**src/rtl/clk_throttle_pkg.sv**
```systemverilog
package clk_throttle_pkg;

    localparam int CTL_W    = 3;
    localparam int BIT_SLOW = 0;
    localparam int BIT_HALT = 1;
    localparam int BIT_SWB  = 2;

    typedef enum logic [1:0] {
        PM_RUN  = 2'd0,
        PM_SLOW = 2'd1,
        PM_HALT = 2'd2
    } pm_mode_e;

    typedef struct packed {
        logic swb;
        logic halt;
        logic slow;
    } pm_ctl_t;

    function automatic pm_ctl_t unpack_ctl(input logic [CTL_W-1:0] w);
        pm_ctl_t c;
        c.slow = w[BIT_SLOW];
        c.halt = w[BIT_HALT];
        c.swb  = w[BIT_SWB];
        return c;
    endfunction

    function automatic logic [CTL_W-1:0] status_word(input pm_mode_e m, input logic swb);
        logic [CTL_W-1:0] s;
        s = '0;
        s[BIT_SLOW] = (m == PM_SLOW);
        s[BIT_HALT] = (m == PM_HALT);
        s[BIT_SWB]  = swb;
        return s;
    endfunction

endpackage

```
**src/rtl/throttle_div.sv**
```systemverilog
module throttle_div #(
    parameter int DIV_LOG2 = 8
) (
    input  logic clk,
    input  logic rst,
    input  logic active,
    input  logic restart,
    output logic tick
);
    localparam logic [DIV_LOG2-1:0] LAST = '1;

    logic [DIV_LOG2-1:0] cnt;

    always_ff @(posedge clk) begin
        if (rst || restart) begin
            cnt <= '0;
        end else if (active) begin
            cnt <= cnt + 1'b1;
        end
    end

    assign tick = active && (cnt == LAST);

endmodule

```
**src/rtl/wake_detect.sv**
```systemverilog
module wake_detect #(
    parameter int              NIRQ      = 4,
    parameter logic [NIRQ-1:0] WAKE_MASK = 4'b0101
) (
    input  logic [NIRQ-1:0] irq_req,
    input  logic            rx_edge,
    input  logic            swb,
    input  logic            tick,
    output logic            wake
);
    logic [NIRQ-1:0] sel;

    for (genvar g = 0; g < NIRQ; g++) begin : g_src
        if (WAKE_MASK[g]) begin : g_on
            assign sel[g] = irq_req[g];
        end else begin : g_off
            assign sel[g] = 1'b0;
        end
    end

    logic slow_take;
    logic fast_take;

    assign slow_take = (|irq_req) && tick;
    assign fast_take = swb && ((|sel) || rx_edge);
    assign wake      = slow_take || fast_take;

endmodule

```
**src/rtl/busy_monitor.sv**
```systemverilog
module busy_monitor #(
    parameter int NBUSY = 3
) (
    input  logic             clk,
    input  logic             rst,
    input  logic [NBUSY-1:0] busy,
    output logic             safe
);
    logic any_busy;

    if (NBUSY == 1) begin : g_single
        assign any_busy = busy[0];
    end else begin : g_multi
        assign any_busy = |busy;
    end

    always_ff @(posedge clk) begin
        if (rst) begin
            safe <= 1'b0;
        end else begin
            safe <= !any_busy;
        end
    end

endmodule

```
**src/rtl/pm_mode_fsm.sv**
```systemverilog
module pm_mode_fsm
    import clk_throttle_pkg::*;
(
    input  logic     clk,
    input  logic     rst,
    input  logic     wr_ok,
    input  pm_ctl_t  wreq,
    input  logic     wake,
    output pm_mode_e mode,
    output logic     swb,
    output logic     restart
);
    pm_mode_e mode_n;
    logic     swb_n;

    always_comb begin
        mode_n  = mode;
        restart = 1'b0;
        swb_n   = wr_ok ? wreq.swb : swb;
        unique case (mode)
            PM_RUN: begin
                if (wr_ok) begin
                    if (wreq.halt) begin
                        mode_n = PM_HALT;
                    end else if (wreq.slow) begin
                        mode_n  = PM_SLOW;
                        restart = 1'b1;
                    end
                end
            end
            PM_SLOW: begin
                if (wr_ok && wreq.halt) begin
                    mode_n = PM_HALT;
                end else if (wake) begin
                    mode_n = PM_RUN;
                end else if (wr_ok && wreq.slow) begin
                    restart = 1'b1;
                end else if (wr_ok) begin
                    mode_n = PM_RUN;
                end
            end
            default: begin
                mode_n = PM_HALT;
            end
        endcase
    end

    always_ff @(posedge clk) begin
        if (rst) begin
            mode <= PM_RUN;
            swb  <= 1'b0;
        end else begin
            mode <= mode_n;
            swb  <= swb_n;
        end
    end

endmodule

```
**src/rtl/clk_throttle_ctrl.sv**
```systemverilog
module clk_throttle_ctrl
    import clk_throttle_pkg::*;
#(
    parameter int              NIRQ      = 4,
    parameter logic [NIRQ-1:0] WAKE_MASK = 4'b0101,
    parameter int              NBUSY     = 3,
    parameter int              DIV_LOG2  = 8
) (
    input  logic             clk,
    input  logic             rst,
    input  logic             ctl_wr,
    input  logic [CTL_W-1:0] ctl_wdata,
    input  logic [NIRQ-1:0]  irq_req,
    input  logic             rx_edge,
    input  logic [NBUSY-1:0] periph_busy,
    output logic             core_ce,
    output logic [CTL_W-1:0] ctl_rdata,
    output logic             sleep_safe
);
    pm_mode_e mode;
    pm_ctl_t  wreq;
    logic     swb;
    logic     restart;
    logic     tick;
    logic     wake;
    logic     wr_ok;
    logic     slow_active;

    assign wreq        = unpack_ctl(ctl_wdata);
    assign slow_active = (mode == PM_SLOW);
    assign core_ce     = (mode == PM_RUN) || (slow_active && tick);
    assign wr_ok       = ctl_wr && core_ce;

    pm_mode_fsm u_fsm (
        .clk     (clk),
        .rst     (rst),
        .wr_ok   (wr_ok),
        .wreq    (wreq),
        .wake    (wake),
        .mode    (mode),
        .swb     (swb),
        .restart (restart)
    );

    throttle_div #(.DIV_LOG2(DIV_LOG2)) u_div (
        .clk     (clk),
        .rst     (rst),
        .active  (slow_active),
        .restart (restart),
        .tick    (tick)
    );

    wake_detect #(.NIRQ(NIRQ), .WAKE_MASK(WAKE_MASK)) u_wake (
        .irq_req (irq_req),
        .rx_edge (rx_edge),
        .swb     (swb),
        .tick    (tick),
        .wake    (wake)
    );

    busy_monitor #(.NBUSY(NBUSY)) u_busy (
        .clk  (clk),
        .rst  (rst),
        .busy (periph_busy),
        .safe (sleep_safe)
    );

    assign ctl_rdata = status_word(mode, swb);

endmodule

```
**config.mk**
```make
export PLATFORM = sky130hd
export DESIGN_NAME = clk_throttle_ctrl
export DESIGN_NICKNAME = d
export VERILOG_FILES = /design/src/rtl/clk_throttle_pkg.sv /design/src/rtl/throttle_div.sv /design/src/rtl/wake_detect.sv /design/src/rtl/busy_monitor.sv /design/src/rtl/pm_mode_fsm.sv /design/src/rtl/clk_throttle_ctrl.sv
export SDC_FILE = /design/constraint.sdc
export NUM_CORES = 1
export LEC_CHECK = 0
export BUFFER_PORTS_ARGS = -buffer_cell sky130_fd_sc_hd__buf_2
export CAP_MARGIN = 25
export CORE_MARGIN = 5
export CORE_UTILIZATION = 49
export CTS_CLUSTER_DIAMETER = 30
export DETAILED_ROUTE_END_ITERATION = 10
export PLACE_DENSITY_LB_ADDON = 0.05
export SLEW_MARGIN = 20
export SYNTH_ARGS = -nofsm -noshare
export SYNTH_HDL_FRONTEND = slang
export SYNTH_SLANG_ARGS = --single-unit
```
**constraint.sdc**
```tcl
create_clock -name clk -period 2.15 [get_ports clk]
set_clock_uncertainty 0.1 [all_clocks]
set_input_delay 0.43 -clock clk [delete_from_list [all_inputs] [get_ports clk]]
set_output_delay 0.43 -clock clk [all_outputs]
set_load 0.01 [all_outputs]
```
* Word level (Yosys, flattened, before mapping)
Index checks and enable logic that the tools add are counted.
Storage, ports and cells: flip-flop bits (word level) 12, input bits 14, output and inout port bits 5, logic and storage cells 44
Operators by class: $add $sub $neg 1, equal/unequal tests 7, muxes and demuxes 15, reduce and logical (&&, ||, !) cells 17
Operators with widths (number):
- two-way mux 2 bit | 7
- adder 8 x 1 -> 8 bit, second input constant | 1
- equality test 8 bit, second input constant | 1
- logical AND 1 bit | 7
- two-way mux 1 bit | 6
- logical OR 1 bit | 4
- inequality test 4 x 1 -> 1 bit, second input constant | 1
- inequality test 4 x 2 -> 1 bit, second input constant | 1
- case mux 2 bit (2 select lines) | 1
- AND reduction 4 bit | 1
- OR reduction 4 bit | 1
- inequality test 3 bit, second input constant | 1
- OR reduction 3 bit | 1
- equality test 2 x 1 -> 1 bit, second input constant | 1
- equality test 2 bit, second input constant | 1
- logical NOT 2 bit | 1
- inequality test 2 x 1 -> 1 bit, second input constant | 1
- case mux 1 bit (2 select lines) | 1
- OR reduction 2 bit | 1
- logical NOT 1 bit | 1

* Logic depth before layout (Yosys ltp)
Gate-level depths: netlist of run 1.
word-level depth 11, gate-level depth with buffers 4, mapped depth without buffers 4

* Hierarchy
Synthesis of run 1 repeated with hierarchy kept, for this count alone.
Unflattened totals: cell total of the unflattened synthesis 71, area, all modules 624.3 um^2
By module, submodules not included:
- throttle_div | times used 1, cells each 40, area an instance 354.1 um^2, sequential area each 160.2 um^2
- pm_mode_fsm | times used 1, cells each 18, area an instance 155.1 um^2, sequential area each 60.1 um^2
- clk_throttle_ctrl | times used 1, cells each 7, area an instance 62.6 um^2, sequential area each 0.0 um^2
- busy_monitor | times used 1, cells each 2, area an instance 32.5 um^2, sequential area each 20.0 um^2
- wake_detect | times used 1, cells each 4, area an instance 20.0 um^2, sequential area each 0.0 um^2

* Least setup slack after synthesis of run 1
OpenSTA, ideal clock, no wires.
path kind reg2out, start register u_div.cnt[0], end output port core_ce, arrival 1217 ps, required time 1620 ps, slack 403 ps, cell stages (with the launch flop) 5, buffers on the path 0, cells stage by stage dfxtp_1 ha_1 nand4b_1 nor3_2 o21bai_1
Between the ends: cells in the longest elaborated chain, start to end 4
RTL lines:
- start: declaration | line throttle_div.sv:12 | logic [DIV_LOG2-1:0] cnt;
- start signal: assignment | line throttle_div.sv:18 | cnt <= cnt + 1'b1;
- equality test 8 bit | line throttle_div.sv:22 | assign tick = active && (cnt == LAST);
- logical AND 1 bit | line throttle_div.sv:22
- logical AND 1 bit | line clk_throttle_ctrl.sv:31 | assign core_ce = (mode == PM_RUN) || (slow_active && tick);
- logical OR 1 bit | line clk_throttle_ctrl.sv:31
- end: declaration | line clk_throttle_ctrl.sv:16 | output logic core_ce,
No other way between the ends.

* Worst setup path after layout of run 1
Same ends and word-level chain as after synthesis.

==> results by group, run 1 <==
STA
  • Worst slew pin tran: 0.349 ns
  • Final min period: 1.94 ns
  • Relative slew slack: 0.765
  • Final Hold Violating Endpoints: 0
  • Final Cycle Share: 0.902
  • RSZ-0062 raised after global routing: no
  • Slew Limit Fails: 0
  • Minimum hold slack: 0.213 ns
  • Setup Viol. Count Final: 0
  • Total negative setup slack: 0 ns
  • Highest clock rate: 0.516 GHz
  • Post-route setup slack: ~0.21 ns

Power and ir drop
  • Peak supply drop: between 200 and 300 uV
  • PD cells: 521 mW/mm2
  • Design Power: 0.425 mW
  • Static Leak: 0.314 nW

Synthesis
  • Synth warnings: 0
  • Synthesized flop and latch total: 12
  • Largest cells by area after synthesis: dfxtp_1, a221oi_1, o31ai_1
  • Top cell type's share of synthesized area: 0.345
  • Synth Area in Adders: 0.0180
  • Post-synthesis sequential area ratio: 0.345
  • Synth Cell Area: about 700 um2
  • Area share of and/or/nand/nor cells after synthesis: 0.294
  • Area leader, netlist: dfxtp_1
  • Post-Syn Nets: just under 90
  • Avg Cell Area, Syn: 9.55 um2
  • Mapped Cells: 73
  • Largest family of logic cells by synthesized area: simple AND/OR/NAND/NOR gates
  • Yosys cell types: 35
  • Compound-Gate Fraction of Synth Area: 0.232
  • Post-Synth XOR/XNOR Area: 0.0251
  • Post-synthesis mux area share: 0.0287

Routing
  • Total number of vias: 637
  • ANT nets after route: 0
  • Router iterations before antenna repair: 4
  • Starting DRC count in detailed routing: 16
  • Routed wire per std cell: 14.0 um
  • DRC errors left: 0
  • Vias/cell: around 6
  • Final wirelength: 1480 um

Layout
  • Share of cells above drive strength 1: 0.330
  • # diodes: 0
  • Syn-to-layout area delta: 16.9%
  • Final core occ: 0.618
  • Nets: 108

Clock network
  • Worst-Skew Late Latency: between 0.2 and 0.3 ns
  • H-tree Lvls: 1
  • Post-CTS setup buffers: 0
  • CTS clk-pin slew, worst paths: about 0.070 ns
  • Num Clock Sinks: 12
  • CTS tree: done
  • Max Root-Sink Buffers: 2
  • Cts repair resizes: 0
  • CTS Root Cell: clkbuf_4
  • CTS Buf Count: 3
  • Hold buffer count at cts: 0

Critical path
  • Slowest Stage Delay on Critical Path: 0.38 ns
  • CP top delay family: flip-flops
  • Crit-path max FO: 3
  • Crit path launch type: flop
  • Crit path from: u_div.cnt[0]
  • Crit Path Class: flop to primary output
  • Required @ worst endpoint: between 1.5 and 2 ns
  • R2R Path Start: u_fsm.mode[0]
  • Worst Setup End Kind: primary output
  • Critical path arrival: 1.41 ns
  • Crit path cell chain: ha_1 -> nand4b_1 -> nor3_2 -> o21bai_1 -> buf_2
  • CP max-delay cell: dfxtp_1
  • CP bufs+invs: 1

Floorplan
  • # rows: 13
  • IO Count: 19
  • DIE HEIGHT: 47.7 um
  • Initial Utilization: 0.529
  • Die Width: about 48 um
  • Die area: 0.00228 mm2
  • Total core area: 0.00132 mm2

Hold path
  • Hold Path Class: primary input to flop
  • Min-delay src: periph_busy[1]

Global route
  • First-pass GRT wire length: 2520 um
  • GR peak layer: met2
  • Number of global-route vias before repair: 554
  • GRT Resource Usage Total: 0.159
  • Routing usage on met3: 0.0677
  • Largest net degree at the start of global routing: 12
  • Grt total ovfl: 0
  • GR Util met1: 0.209
  • Met2 track demand over resource: 0.235
  • Antenna violations before repair: 0

Placement
  • Hpwl dp: 1130 um
  • Placer Congestion: 0.725
  • Pre-CTS setup slack: approximately 0.46 ns
  • Port bufs: 18

Outcome
  • Status: finished clean

Job
  • Max Cap Viol: 0
[registers in the layout, summed over array words and instances, names as in the netlist]
name         flops
u_div.cnt        8
u_fsm.swb        1
u_fsm.mode       2
u_busy.safe      1
[synthesized netlist by cell type (all sizes together)]
master,count
nor4,2
nand2,4
nand4,1
a22o,1
xnor2,2
nand2b,1
o2bb2ai,1
clkbuf,1
a221oi,5
inv,3
a41oi,1
o31ai,4
and3,1
nor3,1
buf,4
nand3,1
o21bai,1
and2b,1
and4b,2
nor3b,1
and4,1
a21oi,1
nor2b,1
mux2i,2
o21ai,4
or3,5
nand3b,2
nand4b,2
a211oi,3
dfxtp,12
ha,1
or4,1
[stage by stage]
step           instance area (um2)  instances
3_3_place_gp                   792        103
5_1_grt                        815        106
3_5_place_dp                   792        103
2_1_floorplan                  697         73
6_report                       815        106
4_1_cts                        815        106
[area by class of cell]
cell class | instances | area [um2]
repair buffers | 20 | 105
inverters | 3 | 11.3
multi-input cells | 53 | 417
fillers | 117 | 503
well taps | 15 | 18.8
flip-flops and latches | 12 | 240
clock buffers | 3 | 22.5
[layer usage]
layer,up-vias,part of all wire
met5,-,0
met4,0,0.0088
met3,2,0.051
met2,12,0.45
met1,295,0.49
li1,328,-
[cells in the final DEF, fill, tap and decap left out, types with 3 or more instances in the layout]
cell type,Yosys,final
a211oi_1,3,3
a221oi_1,4,4
buf_2,2,18
clkbuf_4,0,3
dfxtp_1,12,12
inv_1,3,3
nand2_1,4,4
o21ai_0,4,4
o31ai_1,4,4
or3_1,3,3
[final timing paths]
check,to,slack (ns),cells past startpoint
setup / recovery,core_ce,0.21,5
setup reg to reg,u_div.cnt[3],0.44,3
hold reg to reg,u_fsm.swb,0.38,2
hold / removal,u_busy.safe,0.21,2
[power breakdown]
part	switching (mW)	internal (mW)
Combinational	0.0260	0.0289
Clock	0.0696	0.0648
Sequential	0.00784	0.228
[cell families (layout without fill, tap and decap cells)]
group	count (synthesis)	count (layout)
compound gates	21	21
xor+xnor	2	2
fa+ha+maj	1	1
buf+inv	8	26
flops	12	12
mux	2	2
simple gates	27	27
(Power assumes the default switching activity.)
==> run 2, diff against run 1 <==
Settings changed: ABC_AREA from default to 1, CORE_UTILIZATION 49 to 50, HOLD_SLACK_MARGIN from default to 0.02.
==> results by group, run 2 <==
Synthesis
  • Synth warnings: 0 (unchanged)
  • Top cell type's share of synthesized area: 0.334 (was 0.345)
  • Synthesized flop and latch total: 12 (unchanged)
  • Area leader, netlist: dfxtp_1 (unchanged)
  • Primary FF master, synth: dfxtp_1 (unchanged)
  • Most common cell in the netlist: dfxtp_1 (unchanged)
  • Avg Cell Area, Syn: 8.07 um2 (was 9.55 um2)
  • EDFF count, synth: 0 (unchanged)
  • Asr flop ratio synth: 0 (unchanged)
  • Largest cells by area after synthesis: dfxtp_1, nor2_2, nand2_2 (was dfxtp_1, a221oi_1, o31ai_1)
  • Synth Cell Area: 718 um2 (was 697 um2)
  • Mapped Cells: 89 (was 73)
  • Post-synthesis sequential area ratio: 0.334 (was 0.345)
  • Commonest cells post-synth: dfxtp_1, nor2_2, inv_1, nand2_1, nand2_2 (was dfxtp_1, a221oi_1, nand2_1, o21ai_0, o31ai_1)
  • Post-Syn Nets: 104 (was 88)
  • Yosys cell types: 24 (was 35)

Critical path
  • Required @ worst endpoint: 1.62 ns (about the same)
  • Crit-path max FO: 3 (unchanged)
  • Crit path launch type: flop (unchanged)
  • Critical path arrival: 1.30 ns (was 1.41 ns)
  • Crit Path Class: flop to primary output (unchanged)
  • Worst Setup End Kind: primary output (unchanged)

Power and ir drop
  • PD cells: 692 mW/mm2 (was 521 mW/mm2)
  • Reg power frac: 0.428 (was 0.554)
  • Switching power total: 0.183 mW (was 0.103 mW)
  • Internal power: 0.403 mW (was 0.321 mW)
  • Net Sw Frac: 0.313 (was 0.244)
  • Peak supply drop: 455 uV (was 294 uV)
  • Design Power: 0.587 mW (was 0.425 mW)
  • Combinational Power Share: 0.268 (was 0.129)
  • Static Leak: 0.375 nW (was 0.314 nW)
  • Clock power frac: 0.304 (was 0.316)

Global route
  • Antenna violations before repair: 0 (unchanged)
  • GRT Resource Usage Total: 0.137 (was 0.159)
  • Largest net degree at the start of global routing: 9 (was 12)
  • Number of global-route vias before repair: 550 (was 554)
  • Grt total ovfl: 0 (unchanged)
  • First-pass GRT wire length: 2150 um (was 2520 um)

Routing
  • Router iterations before antenna repair: 4 (unchanged)
  • Total number of vias: 583 (was 637)
  • Starting DRC count in detailed routing: 10 (was 16)
  • Final wirelength: 1310 um (was 1480 um)
  • Vias/cell: 4.70 (was 6.01)
  • DRC errors left: 0 (unchanged)
  • Routed wire per std cell: 10.5 um (was 14.0 um)
  • ANT nets after route: 0 (unchanged)

Outcome
  • Status: finished clean (unchanged)

STA
  • Total negative setup slack: 0 ns (unchanged)
  • Highest clock rate: 0.548 GHz (was 0.516 GHz)
  • Relative slew slack: 0.824 (was 0.765)
  • Slew Limit Fails: 0 (unchanged)
  • Final Cycle Share: 0.849 (was 0.902)
  • RSZ-0062 raised after global routing: no (unchanged)
  • Worst slew pin tran: 0.261 ns (was 0.349 ns)
  • Final min period: 1.83 ns (was 1.94 ns)
  • Setup Viol. Count Final: 0 (unchanged)
  • Final Hold Violating Endpoints: 0 (unchanged)

Clock network
  • Num Clock Sinks: 12 (unchanged)
  • Post-CTS setup buffers: 0 (unchanged)
  • CTS Buf Count: 3 (unchanged)
  • Hold buffer count at cts: 0 (unchanged)
  • Max Root-Sink Buffers: 2 (unchanged)
  • CTS tree: done (unchanged)
  • Worst-Skew Late Latency: 0.27 ns (about the same)
  • Cts repair resizes: 0 (unchanged)
  • CTS clk-pin slew, worst paths: 0.08 ns (was 0.07 ns)
  • CTS Root Cell: clkbuf_4 (unchanged)
  • H-tree Lvls: 1 (unchanged)

Hold path
  • Hold Path Class: primary input to flop (unchanged)

Layout
  • Nets: 125 (was 108)
  • # diodes: 0 (unchanged)
  • Max reg flops: 8 (unchanged)
  • Most common cell after layout, fill and taps aside: buf_2 (unchanged)
  • Syn-to-layout area delta: 18.1% (was 16.9%)
  • Register Area: 240 um2 (unchanged)
  • Fill count: 124 (was 117)
  • Largest regs: u_div.cnt x8, u_fsm.mode x2 (unchanged)
  • Most flops, register: u_div.cnt (unchanged)
  • Multi-input logic area: 425 um2 (was 417 um2)
  • Final core occ: 0.636 (was 0.618)
  • Most frequent cells in the layout: buf_2, dfxtp_1, nor2_2 (was buf_2, dfxtp_1)
  • Share of cells above drive strength 1: 0.468 (was 0.330)

Job
  • Max Cap Viol: 0 (unchanged)

Floorplan
  • Total core area: 0.00133 mm2 (was 0.00132 mm2)
  • IO Count: 19 (unchanged)
  • # rows: 13 (unchanged)
  • DIE HEIGHT: 47.9 um (was 47.7 um)
  • Die area: 0.00229 mm2 (was 0.00228 mm2)
  • Initial Utilization: 0.538 (was 0.529)
  • Die Width: 47.9 um (was 47.7 um)

Placement
  • Port bufs: 18 (unchanged)
  • Hpwl dp: 1090 um (was 1130 um)
  • Placer Congestion: 0.765 (was 0.725)
run 2: cell types whose count changed after synthesis, moves of 4 or more:
cell,change
nand2_2,+9
nand2_1,+5
nor2_1,+8
nand3_1,+4
xor2_1,+5
inv_1,+6
nor2_2,+10
a221oi_1,-4
run 2: cell families (layout without fill, tap and decap cells):
| kind of cell | after synthesis | after routing | share of synthesized area |
|---|---|---|---|
| AOI/OAI and AO/OA | 4 | 4 | 0.0314 |
| xor gates and xnor gates | 7 | 7 | 0.0854 |
| adders and majority gates | 1 | 1 | 0.0174 |
| buffers and inverters | 12 | 32 | 0.0732 |
| DFF | 12 | 12 | 0.334 |
| and+or+nand+nor | 53 | 53 | 0.458 |
run 2: power by group through the flow:
| stage | registers [mW] | clock network (mW) | logic [mW] |
|---|---|---|---|
| 2_1_floorplan | 0.255 | 0 | 0.121 |
| 3_3_place_gp | 0.256 | 0 | 0.157 |
| 3_5_place_dp | 0.257 | 0 | 0.159 |
| 4_1_cts | 0.251 | 0.186 | 0.160 |
| 5_1_grt | 0.253 | 0.194 | 0.179 |
| 6_report | 0.251 | 0.178 | 0.157 |
run 2: area by class of cell:
class,instances,area share
clock buffers,4,0.0428
inverters,10,0.0442
multi-input cells,65,0.501
flip-flops and latches,12,0.283
well taps,15,0.0221
repair buffers,18,0.106
run 2: routing by layer:
layer / global-route usage / vias up / routed length, um
met5: 0 / - / 0
met4: 0.0968 / 0 / 29
met3: 0.0226 / 4 / 70
met2: 0.185 / 13 / 543
met1: 0.193 / 247 / 662
li1: - / 319 / -
run 2: path summary, 6_finish.rpt:
kind                   from      endpoint  slack (ns)  cells after the start
max            u_div.cnt[0]       core_ce        0.32                      6
min          periph_busy[2]   u_busy.safe        0.21                      2
max reg2reg    u_div.cnt[0]  u_div.cnt[7]        0.53                     11
min reg2reg       u_fsm.swb     u_fsm.swb        0.38                      2
run 2: stage by stage:
| stage | instance area (um2) | worst slack [ns] | hold slack [ns] | instances |
|---|---|---|---|---|
| after floorplan | 718 | 0.613 | 0.351 | 89 |
| after global placement | 812 | 0.564 | 0.381 | 120 |
| after detailed placement | 812 | 0.524 | 0.376 | 120 |
| after CTS | 848 | 0.303 | 0.201 | 124 |
| after global routing | 848 | 0.199 | 0.207 | 124 |
| final | 848 | 0.325 | 0.210 | 124 |
run 2: worst max-delay path, stage by stage (launching register included):
cell	delay, ns
dfxtp_1	0.37
ha_1	0.20
inv_1	0.06
nor2_2	0.11
nand3_2	0.08
nand2_2	0.08
buf_2	0.13
==> run 3, diff against run 2 <==
Clock period 2.15 ns to 1.8 ns, I/O delays scaled along.
==> results by group, run 3 (synthesis gave the netlist of run 2 again) <==
Global route
  • Largest net degree at the start of global routing: 9 (unchanged)
  • GRT Resource Usage Total: 0.141 (was 0.137)
  • First-pass GRT wire length: 2240 um (was 2150 um)
  • Number of global-route vias before repair: 593 (was 550)
  • Antenna violations before repair: 0 (unchanged)
  • Grt total ovfl: 0 (unchanged)

Critical path
  • Crit Path Class: flop to primary output (unchanged)
  • R2r setup slk: 0.22 ns (was 0.53 ns)
  • Critical path arrival: 1.25 ns (was 1.30 ns)
  • Crit path launch type: flop (unchanged)
  • Crit-path max FO: 3 (unchanged)
  • Worst Setup End Kind: primary output (unchanged)
  • Required @ worst endpoint: 1.34 ns (was 1.62 ns)

Outcome
  • Status: finished clean (unchanged)

Placement
  • Hpwl dp: 1090 um (about the same)
  • Port bufs: 18 (unchanged)
  • Pre-CTS setup slack: 0.181 ns (was 0.524 ns)
  • Post-DP Area: 812 um2 (unchanged)
  • Dpl cells: 120 (unchanged)
  • Placer Congestion: 0.744 (was 0.765)

Floorplan
  • Die area: 0.00229 mm2 (unchanged)
  • Total core area: 0.00133 mm2 (unchanged)
  • Initial Utilization: 0.538 (unchanged)
  • # rows: 13 (unchanged)
  • DIE HEIGHT: 47.9 um (unchanged)
  • IO Count: 19 (unchanged)
  • Die Width: 47.9 um (unchanged)

Routing
  • Router iterations before antenna repair: 2 (was 4)
  • Total number of vias: 605 (was 583)
  • Routed wire per std cell: 10.5 um (about the same)
  • ANT nets after route: 0 (unchanged)
  • DRC errors left: 0 (unchanged)
  • Vias/cell: 4.80 (was 4.70)
  • Final wirelength: 1320 um (was 1310 um)
  • Starting DRC count in detailed routing: 4 (was 10)

STA
  • Setup Viol. Count Final: 0 (unchanged)
  • Final Cycle Share: 0.950
  • Highest clock rate: 0.585 GHz
  • Worst slew pin tran: 0.270 ns (was 0.261 ns)
  • Slew Limit Fails: 0 (unchanged)
  • Final min period: 1.71 ns
  • Minimum hold slack: 0.140 ns (was 0.210 ns)
  • Post-route setup slack: 0.0898 ns (was 0.325 ns)
  • Total negative setup slack: 0 ns (unchanged)
  • Relative slew slack: 0.818 (was 0.824)
  • Final Hold Violating Endpoints: 0 (unchanged)

Clock network
  • CTS Root Cell: clkbuf_4 (unchanged)
  • CTS Buf Count: 3 (unchanged)
  • Hold buffer count at cts: 0 (unchanged)
  • CTS tree: done (unchanged)
  • Max Root-Sink Buffers: 2 (unchanged)
  • Worst-Skew Late Latency: 0.27 ns (about the same)
  • CTS clk-pin slew, worst paths: 0.08 ns (about the same)
  • Num Clock Sinks: 12 (unchanged)
  • H-tree Lvls: 1 (unchanged)

Power and ir drop
  • Static Leak: 0.384 nW (was 0.375 nW)
  • Peak supply drop: 481 uV (was 455 uV)
  • Design Power: 0.718 mW (was 0.587 mW)
  • PD cells: 827 mW/mm2 (was 692 mW/mm2)

Layout
  • Final core occ: 0.651 (was 0.636)
  • Fill count: 120 (was 124)
  • Fin cells: 126 (was 124)
  • Design Area, Final: 868 um2 (was 848 um2)
  • Most common cell after layout, fill and taps aside: buf_2 (unchanged)
  • Most frequent cells in the layout: buf_2, nor2_2, dfxtp_1 (was buf_2, dfxtp_1, nor2_2)
  • # diodes: 0 (unchanged)
  • Max reg flops: 8 (unchanged)
  • Nets: 127 (was 125)
  • Syn-to-layout area delta: 20.9% (was 18.1%)
  • Most flops, register: u_div.cnt (unchanged)
  • Largest regs: u_div.cnt x8, u_fsm.mode x2 (unchanged)
  • Share of cells above drive strength 1: 0.505 (was 0.468)

Job
  • Max Cap Viol: 0 (unchanged)

Hold path
  • Hold Path Class: primary input to flop (unchanged)
run 3: cell types whose count changed in the layout (fill, tap and decap cells not counted):
| cell | delta |
|---|---|
| buf_4 | +2 |
| ha_2 | +1 |
| ha_1 | -1 |
| dfxtp_1 | -2 |
| dfxtp_2 | +2 |
run 3: worst paths after layout:
| check | from | end | cells past startpoint |
|---|---|---|---|
| min reg2reg | u_fsm.swb | u_fsm.swb | 2 |
| max | u_div.cnt[0] | core_ce | 6 |
| min | periph_busy[0] | u_busy.safe | 2 |
| max reg2reg | u_div.cnt[0] | u_div.cnt[0] | 11 |
run 3: repair_timing:
item / in CTS / in global routing
setup endpoints to repair: 0 / 1
setup buffers: 0 / 2
resized for setup: 0 / 3
run 3: power breakdown:
| group | switching [mW] | internal [mW] |
|---|---|---|
| clock | 0.0906 | 0.123 |
| sequential | 0.0162 | 0.286 |
| combinational | 0.118 | 0.0847 |
run 3: layout make-up:
cell class / count / area, um2 / area share
multi-input combinational: 65 / 428 / 0.493
sequential: 12 / 243 / 0.280
timing repair buffer: 20 / 105 / 0.121
inverter: 10 / 37.5 / 0.0432
clock buffer: 4 / 36.3 / 0.0418
tap: 15 / 18.8 / 0.0216
run 3: critical path, stage by stage (launching register included):
cell and delay [ns]:
dfxtp_2 0.35, ha_2 0.18, inv_1 0.05, nor2_2 0.10, nand3_2 0.08, nand2_2 0.08
buf_2 0.14
run 3: metal layers:
metal,share of wire,global-route usage,vias up
li1,-,-,324
met2,0.44,0.201,14
met5,0,0,-
met3,0.067,0.0226,4
met4,0.021,0.0968,0
met1,0.47,0.191,263
